`config.mk`:
```
export PLATFORM = sky130hd
export DESIGN_NAME = fp64_cmp_scale
export DESIGN_NICKNAME = d
export VERILOG_FILES = /design/src/rtl/fpcs_pkg.sv /design/src/rtl/fpcs_order.sv /design/src/rtl/fpcs_exp_step.sv /design/src/rtl/fp64_cmp_scale.sv
export SDC_FILE = /design/constraint.sdc
export NUM_CORES = 1
export LEC_CHECK = 0
export BUFFER_PORTS_ARGS = -buffer_cell sky130_fd_sc_hd__buf_2
export CELL_PAD_IN_SITES_DETAIL_PLACEMENT = 1
export CELL_PAD_IN_SITES_GLOBAL_PLACEMENT = 1
export CORE_MARGIN = 10
export CORE_UTILIZATION = 25
export CTS_CLUSTER_DIAMETER = 60
export DETAILED_ROUTE_END_ITERATION = 10
export PLACE_DENSITY_LB_ADDON = 0.1
export RECOVER_POWER = 25
export SLEW_MARGIN = 20
export SYNTH_ARGS = -nofsm -noshare
export SYNTH_HDL_FRONTEND = slang
export SYNTH_SLANG_ARGS = --single-unit
```
`constraint.sdc`:
```
create_clock -name clk -period 2.3 [get_ports clk]
set_clock_uncertainty 0.05 [all_clocks]
set_input_delay 0.23 -clock clk [delete_from_list [all_inputs] [get_ports clk]]
set_output_delay 0.23 -clock clk [all_outputs]
set_load 0.005 [all_outputs]
```
`src/rtl/fpcs_pkg.sv`:
```
// Package: fpcs_pkg
// Shared opcode encoding for the compare and scale unit.
// Assumes a 2-bit opcode field on the top-level interface.
package fpcs_pkg;

    typedef enum logic [1:0] {
        FPCS_CMP    = 2'b00,
        FPCS_NEGATE = 2'b01,
        FPCS_HALVE  = 2'b10,
        FPCS_DOUBLE = 2'b11
    } fpcs_op_e;

endpackage

```
`src/rtl/fpcs_order.sv`:
```
// Module: fpcs_order
// Purely combinational ordering of two floating-point words.
// The raw words are treated as signed integers. When both sign bits are set,
// the greater-than result is used in place of less-than, so equal words give 0.
// Assumes no NaN operands.
module fpcs_order #(
    parameter int W = 64
) (
    input  logic [W-1:0] x_i,
    input  logic [W-1:0] y_i,
    output logic         lt_o
);

    logic signed [W-1:0] xs;
    logic signed [W-1:0] ys;
    logic                int_lt;
    logic                int_gt;
    logic                both_neg;

    assign xs = x_i;
    assign ys = y_i;

    // Form both signed comparisons and the both-negative selector.
    always_comb begin
        int_lt   = (xs < ys);
        int_gt   = (xs > ys);
        both_neg = x_i[W-1] & y_i[W-1];
        lt_o     = both_neg ? int_gt : int_lt;
    end

endmodule

```
`src/rtl/fpcs_exp_step.sv`:
```
// Module: fpcs_exp_step
// Moves the exponent field of one word by a single step, down or up,
// selected by the DOWN parameter.
// Down: subtract one exponent unit. A borrow that leaves the exponent field
// all ones (zero-exponent input) clears the whole word.
// Up: add one exponent unit only if the exponent field is nonzero.
// Assumes the caller keeps the exponent field inside its range.
module fpcs_exp_step #(
    parameter int EXP_W = 11,
    parameter int MAN_W = 52,
    parameter bit DOWN  = 1'b1
) (
    input  logic [1+EXP_W+MAN_W-1:0] x_i,
    output logic [1+EXP_W+MAN_W-1:0] y_o
);

    localparam int W = 1 + EXP_W + MAN_W;
    localparam logic [W-1:0] EXP_ONE = {{(W-MAN_W-1){1'b0}}, 1'b1, {MAN_W{1'b0}}};

    generate
        if (DOWN) begin : g_down
            logic [W-1:0] diff;
            // Subtract one exponent unit and clear the word on an all-ones exponent.
            always_comb begin
                diff = x_i - EXP_ONE;
                if (&diff[W-2:MAN_W]) begin
                    y_o = '0;
                end else begin
                    y_o = diff;
                end
            end
        end else begin : g_up
            // Add one exponent unit unless the exponent field is zero.
            always_comb begin
                if (|x_i[W-2:MAN_W]) begin
                    y_o = x_i + EXP_ONE;
                end else begin
                    y_o = x_i;
                end
            end
        end
    endgenerate

endmodule

```
`src/rtl/fp64_cmp_scale.sv`:
```
// Module: fp64_cmp_scale
// Top of the compare and scale unit. It selects pass-through, negate, halve
// or double for operand a, and it always compares a against b. Both outputs
// are registered, giving one cycle of latency, and use a synchronous
// active-low reset. Assumes no infinities, NaNs or out-of-range exponents.
module fp64_cmp_scale #(
    parameter int EXP_W = 11,
    parameter int MAN_W = 52
) (
    input  logic                     clk,
    input  logic                     rst_n,
    input  logic [1:0]               op_i,
    input  logic [1+EXP_W+MAN_W-1:0] a_i,
    input  logic [1+EXP_W+MAN_W-1:0] b_i,
    output logic [1+EXP_W+MAN_W-1:0] result_o,
    output logic                     lt_o
);

    import fpcs_pkg::*;

    localparam int W = 1 + EXP_W + MAN_W;

    fpcs_op_e     op_sel;
    logic [W-1:0] half_w;
    logic [W-1:0] dbl_w;
    logic [W-1:0] next_res;
    logic         next_lt;

    assign op_sel = fpcs_op_e'(op_i);

    fpcs_order #(.W(W)) u_order (
        .x_i  (a_i),
        .y_i  (b_i),
        .lt_o (next_lt)
    );

    fpcs_exp_step #(.EXP_W(EXP_W), .MAN_W(MAN_W), .DOWN(1'b1)) u_halve (
        .x_i (a_i),
        .y_o (half_w)
    );

    fpcs_exp_step #(.EXP_W(EXP_W), .MAN_W(MAN_W), .DOWN(1'b0)) u_double (
        .x_i (a_i),
        .y_o (dbl_w)
    );

    // Pick the result word for the current opcode.
    always_comb begin
        case (op_sel)
            FPCS_CMP:    next_res = a_i;
            FPCS_NEGATE: next_res = {~a_i[W-1], a_i[W-2:0]};
            FPCS_HALVE:  next_res = half_w;
            FPCS_DOUBLE: next_res = dbl_w;
            default:     next_res = a_i;
        endcase
    end

    // Register both outputs, clearing them on a synchronous reset.
    always_ff @(posedge clk) begin
        if (!rst_n) begin
            result_o <= '0;
            lt_o     <= 1'b0;
        end else begin
            result_o <= next_res;
            lt_o     <= next_lt;
        end
    end

endmodule

```
## Yosys cells after proc, flatten, opt, wreduce, memory -nomap -nowiden

Index checks and enable logic that the tools add are counted.

| storage, ports and cells | value |
|---|---|
| memory bits (writable) | 0 |
| memories | 0 |
| register bits after elaboration | 65 |
| output and inout bits | 65 |
| memory bits (read-only) | 0 |
| latch bits | 0 |
| word-level logic and storage cells | 18 |

| operators by class | value |
|---|---|
| reduce and logical (&&, ||, !) cells | 3 |
| $add $sub $neg | 2 |
| multipliers | 0 |
| magnitude comparators | 2 |
| div/mod/pow operators | 0 |
| equal/unequal tests | 3 |
| shift-type cells | 0 |
| bitwise operators | 2 |
| muxes and demuxes | 4 |

Operator list:

| kind | count |
|---|---|
| one-hot mux 64 bit (4 select lines) | 1 |
| two-way mux 64 bit | 2 |
| adder 64 x 53 -> 64 bit (second input constant) | 1 |
| greater-than comparator 64 bit | 1 |
| < comparator 64 bit | 1 |
| subtractor 64 x 53 -> 64 bit (second input constant) | 1 |
| AND reduction 11 bit | 1 |
| OR reduction 11 bit | 1 |
| == test 2 bit (second input constant) | 2 |
| == test 2 x 1 -> 1 bit (second input constant) | 1 |
| zero test 2 bit | 1 |
| AND 1 bit | 1 |
| two-way mux 1 bit | 1 |
| NOT 1 bit | 1 |

## Logic depth before layout (Yosys ltp)

| logic depth | value |
|---|---|
| word-level depth | 4 |
| mapped depth | 10 |
| depth with buffers taken out | 9 |

## Cells and area by module

Synthesis repeated with hierarchy kept, for this count alone.

| unflattened totals | value |
|---|---|
| cell total of the unflattened synthesis | 730 |
| area, all modules | 6082.1 µm² |

Modules (own cells, without submodules):

| module | instances | cells an instance | area each (µm²) |
|---|---|---|---|
| fp64_cmp_scale | 1 | 289 | 2806.4 |
| fpcs_order | 1 | 234 | 1660.3 |
| fpcs_exp_step (u_halve) | 1 | 115 | 922.1 |
| fpcs_exp_step (u_double) | 1 | 92 | 693.2 |

## Least setup slack after synthesis

No wires, ideal clock.

| timing path | value |
|---|---|
| path kind | input port to flip-flop |
| start point | in a_i[55] |
| end point | reg result_o[0] |
| arrival time | 2.235 ns |
| cell stages on the path | 9 |
| path slack | -0.100 ns |
| path buffers | 2 |
| cell sequence | buf_6 > or4_4 > or3_1 > mux2i_1 > o22ai_1 > nand3_2 > o31a_4 > buf_6 > and2_1 |

| between the ends | value |
|---|---|
| cells in the longest elaborated chain, start to end | 4 |
| elaborated cells on any way between the ends | 6 |
| those cells by class | 1 x add/sub; 3 x mux; 2 x reduce/logical |

RTL lines:

| element | RTL line | source |
|---|---|---|
| start: declaration | fp64_cmp_scale.sv:13 | `input logic [1+EXP_W+MAN_W-1:0] a_i,` |
| subtractor 64 x 53 -> 64 bit | fpcs_exp_step.sv:25 | `diff = x_i - EXP_ONE;` |
| AND reduction 11 bit | fpcs_exp_step.sv:26 | `if (&diff[W-2:MAN_W]) begin` |
| two-way mux 64 bit | fpcs_exp_step.sv:26 |  |
| one-hot mux 64 bit (4 select lines) (*) | fp64_cmp_scale.sv:49 | `case (op_sel)` |
| end signal: assignment | fp64_cmp_scale.sv:64 | `result_o <= next_res;` |
| end: declaration | fp64_cmp_scale.sv:15 | `output logic [1+EXP_W+MAN_W-1:0] result_o,` |

Mark *: on every way between the ends. The rest lies on a longest branch, timed or not.
A chain may end at the register's enable or synchronous reset.

## Worst setup path after layout

| timing path | value |
|---|---|
| start point | in a_i[54] |
| end point | reg result_o[44] |

The elaborated chain is that of the path after synthesis.

==> impl_metrics.py <==
metrics = {
    "clock_network": {
        "cts_root_buf": "clkbuf_16",
        "cts_max_path_buffers": 2,
        "cts_tree": "yes",
        "clock_sinks": 65,
        "cts-htree-levels": 3,
        "clkSlewWorstSetupHoldPaths_ns": 0.06,
        "cts_buffers": 9,
    },
    "setup_path": {
        "critPathCaptureType": "flop",
        "worstPathArrival_ns": 2.46,
        "crit_path_max_incr_delay_ns": 0.54,
        "path_cells": "buf_6, or4_4, or3_4, mux2i_2, o22ai_2, nand3_4, o31a_4, and2_4",
        "criticalPathCategory": "in2reg",
        "worstPathRequired_ns": 2.48,
        "startpoint_type": "primary input",
        "slowest_stage": "or4_4",
        "cp_max_fo": 7,
    },
    "floorplanning": {
        "dieArea_um2": 22800,
        "rows": 47,
        "fp.dieH_um": 151,
        "die_w_um": 151,
        "io-pin-count": 197,
        "initial_core_util_pct": 25.69,
        "fp.coreArea_um2": 16700,
    },
    "timing": {
        "worst_slew_pin_slew_ns": 0.6083,
        "post-route-period-util_pct": 98.80,
        "setup_tns_ns": 0,
        "fmax_ghz": 0.4401,
        "maxSlewViolCount": 0,
        "slew_headroom_pct": 59.40,
        "rsz0062_at_grt": "true",
        "finalHoldViolations": 0,
        "fin_crit_ns": 2.272,
        "setup_viol": 0,
        "worst_slack_ns": 0.02760,
    },
    "route": {
        "dr.pass1.iters": 4,
        "top_layer_used": "met5",
        "vias_per_cell": 4.573,
        "drc": 0,
        "vias": 4459,
        "wl_met3_mm": 1.274,
        "ant_nets": 0,
        "drt_iter0_drc": 113,
        "met2_wirelength_mm": 8.888,
        "wl_per_cell_um": 18.19,
        "met1Wirelength_mm": 7.407,
        "routed_wl_mm": 17.74,
    },
    "pwr": {
        "switchingPower_mw": 0.9839,
        "power_density_nw_per_um2": 554.9,
        "pwr-share-comb_pct": 22.0,
        "leakage_nw": 3.244,
        "p_sw_share_pct": 28.51,
        "clkPwrFrac_pct": 42.9,
        "ir_drop_mv": 0.3351,
        "seqPwrFrac_pct": 35.1,
        "intPower_mw": 2.467,
        "power.total_mw": 3.451,
    },
    "outcome": {
        "outcome": "finished clean",
    },
    "synth": {
        "yosys_register_bits": 65,
        "yosysSeqAreaShare_pct": 30.33,
        "synth_area_leaders": "dfxtp_1, ha_1, and2_1",
        "syn-instance-count": 512,
        "synth_top_area_cell": "dfxtp_1",
        "synth.distinct_cells": 54,
        "synth_area_um2": 4290,
        "yosys.cell_count.top_type": "inv_1",
        "yosysWarnings": 0,
        "avgSynthCellArea_um2": 8.380,
        "synth_flop_cell": "dfxtp_1",
        "async_flop_share_pct": 0,
        "synthTopCellsByCount": "inv_1, ha_1, dfxtp_1, and2_1, nand2_1",
        "synth_edf_count": 0,
        "netlist.area_leader.share_pct": 30.33,
        "syn-num-nets": 712,
    },
    "placement": {
        "portBuffers": 196,
        "dp_hpwl_mm": 13.58,
        "finalWeightedCongestion": 0.8454,
        "placedCellCount": 951,
        "place_ws_ns": -0.3700,
    },
    "hold_path": {
        "hold_path_class": "in2reg",
        "whs_endpoint": "result_o[30]",
        "worstHoldStart": "a_i[30]",
        "holdPathStages": 2,
    },
    "global_routing": {
        "grt_overflow": 0,
        "first_global_vias": 4930,
        "antenna_found_initial": 1,
        "grt_usage_pct": 15.37,
        "grt_pass1_wl_mm": 27.00,
        "grt_max_degree": 23,
    },
    "layout": {
        "drive_gt1_share_pct": 35.41,
        "fin_util_pct": 37.24,
        "nNetsFinal": 949,
        "fin_cells": 975,
        "syn2layout_area_growth_pct": 44.97,
    },
    "run": {
        "drv_cap": 0,
    },
}
## repair_timing
item                                    CTS  global route
gates resized for setup                   8            20
setup buffers                             1             1
pin swaps                                 6            16
endpoints found under the setup margin   48            59
cloned                                    4             1
hold buffers                              0             0
## power by group through the flow
| stage | logic [mW] | clock network, mW | registers [mW] |
|---|---|---|---|
| 3_5_place_dp | 0.734 | 0 | 1.23 |
| 5_1_grt | 0.868 | 1.57 | 1.22 |
| 6_report | 0.759 | 1.48 | 1.21 |
| 3_3_place_gp | 0.706 | 0 | 1.23 |
| 2_1_floorplan | 0.352 | 0 | 1.24 |
| 4_1_cts | 0.765 | 1.54 | 1.21 |
## through the flow
step / instance area [um2] / hold slack, ns
after global placement: 5751 / 0.4011
after global routing: 6217 / 0.04550
final: 6220 / 0.05642
after detailed placement: 5751 / 0.4064
after CTS: 6166 / 0.04201
after floorplan: 4299 / 0.3017
## area by class of cell
type | count | area, um2
diodes | 1 | 2.502
well taps | 220 | 275.3
inverters | 72 | 270.3
repair buffers | 241 | 1306
fillers | 2097 | 10480
clock inverters | 5 | 62.56
multi-input cells | 360 | 2749
flip-flops and latches | 65 | 1301
clock buffers | 11 | 252.7
## per-layer routing
| metal | track usage [%] | up-vias |
|---|---|---|
| li1 | - | 2254 |
| met1 | 17.32 | 2074 |
| met2 | 27.06 | 117 |
| met3 | 5.847 | 12 |
| met4 | 3.080 | 2 |
| met5 | 0 | - |
## flip-flops by register name, indices dropped and copies added, names as in the netlist
register	flops
lt_o	1
result_o	64
## worst max path at each step
stage                       start      endpoint  slack (ns)
after floorplan           a_i[55]   result_o[0]       -0.07
after global placement    a_i[53]  result_o[27]       -0.31
after CTS                 a_i[54]  result_o[46]        0.02
after detailed placement  a_i[53]  result_o[35]       -0.37
final                     a_i[54]  result_o[44]        0.03
after global routing      a_i[54]   result_o[3]       -0.02
## logic make-up after synthesis
kind of cell | after synthesis | share of synthesized area (%)
compound gates | 91 | 13.56
xor+xnor | 6 | 1.225
fa+ha+maj | 68 | 19.83
buf+inv | 92 | 9.186
flops | 65 | 30.33
mux | 7 | 1.721
simple gates | 183 | 24.15
## critical path: cells and delay by family
family	cells	cell delay, ns
AND/OR/NAND/NOR	4	1.27
AO/OA/AOI/OAI	2	0.69
multiplexers	1	0.17
buffers and inverters	1	0.10
## cell usage in the layout (no fill, tap or decap), types with 3 or more instances in the layout
| master | instances |
|---|---|
| buf_2 | 171 |
| inv_1 | 70 |
| ha_1 | 67 |
| dfxtp_1 | 65 |
| and2_1 | 44 |
| buf_4 | 44 |
| nand2_1 | 34 |
| a21oi_1 | 32 |
| clkbuf_1 | 23 |
| nor2_1 | 21 |
| nand4_1 | 21 |
| o21ai_0 | 17 |
| nand3_1 | 16 |
| and2_4 | 10 |
| clkbuf_16 | 9 |
| nor3_1 | 7 |
| o31a_4 | 6 |
| xnor2_1 | 5 |
| and4_1 | 5 |
| and3_1 | 4 |
| a22oi_1 | 4 |
| a221oi_1 | 4 |
| nand2b_1 | 3 |
| mux2_2 | 3 |
| a21boi_1 | 3 |
| mux2i_1 | 3 |
| o21a_1 | 3 |
| o211ai_1 | 3 |
| a211oi_1 | 3 |
| a21o_1 | 3 |
| nor2b_1 | 3 |
| buf_6 | 3 |
(Power assumes the default switching activity.)
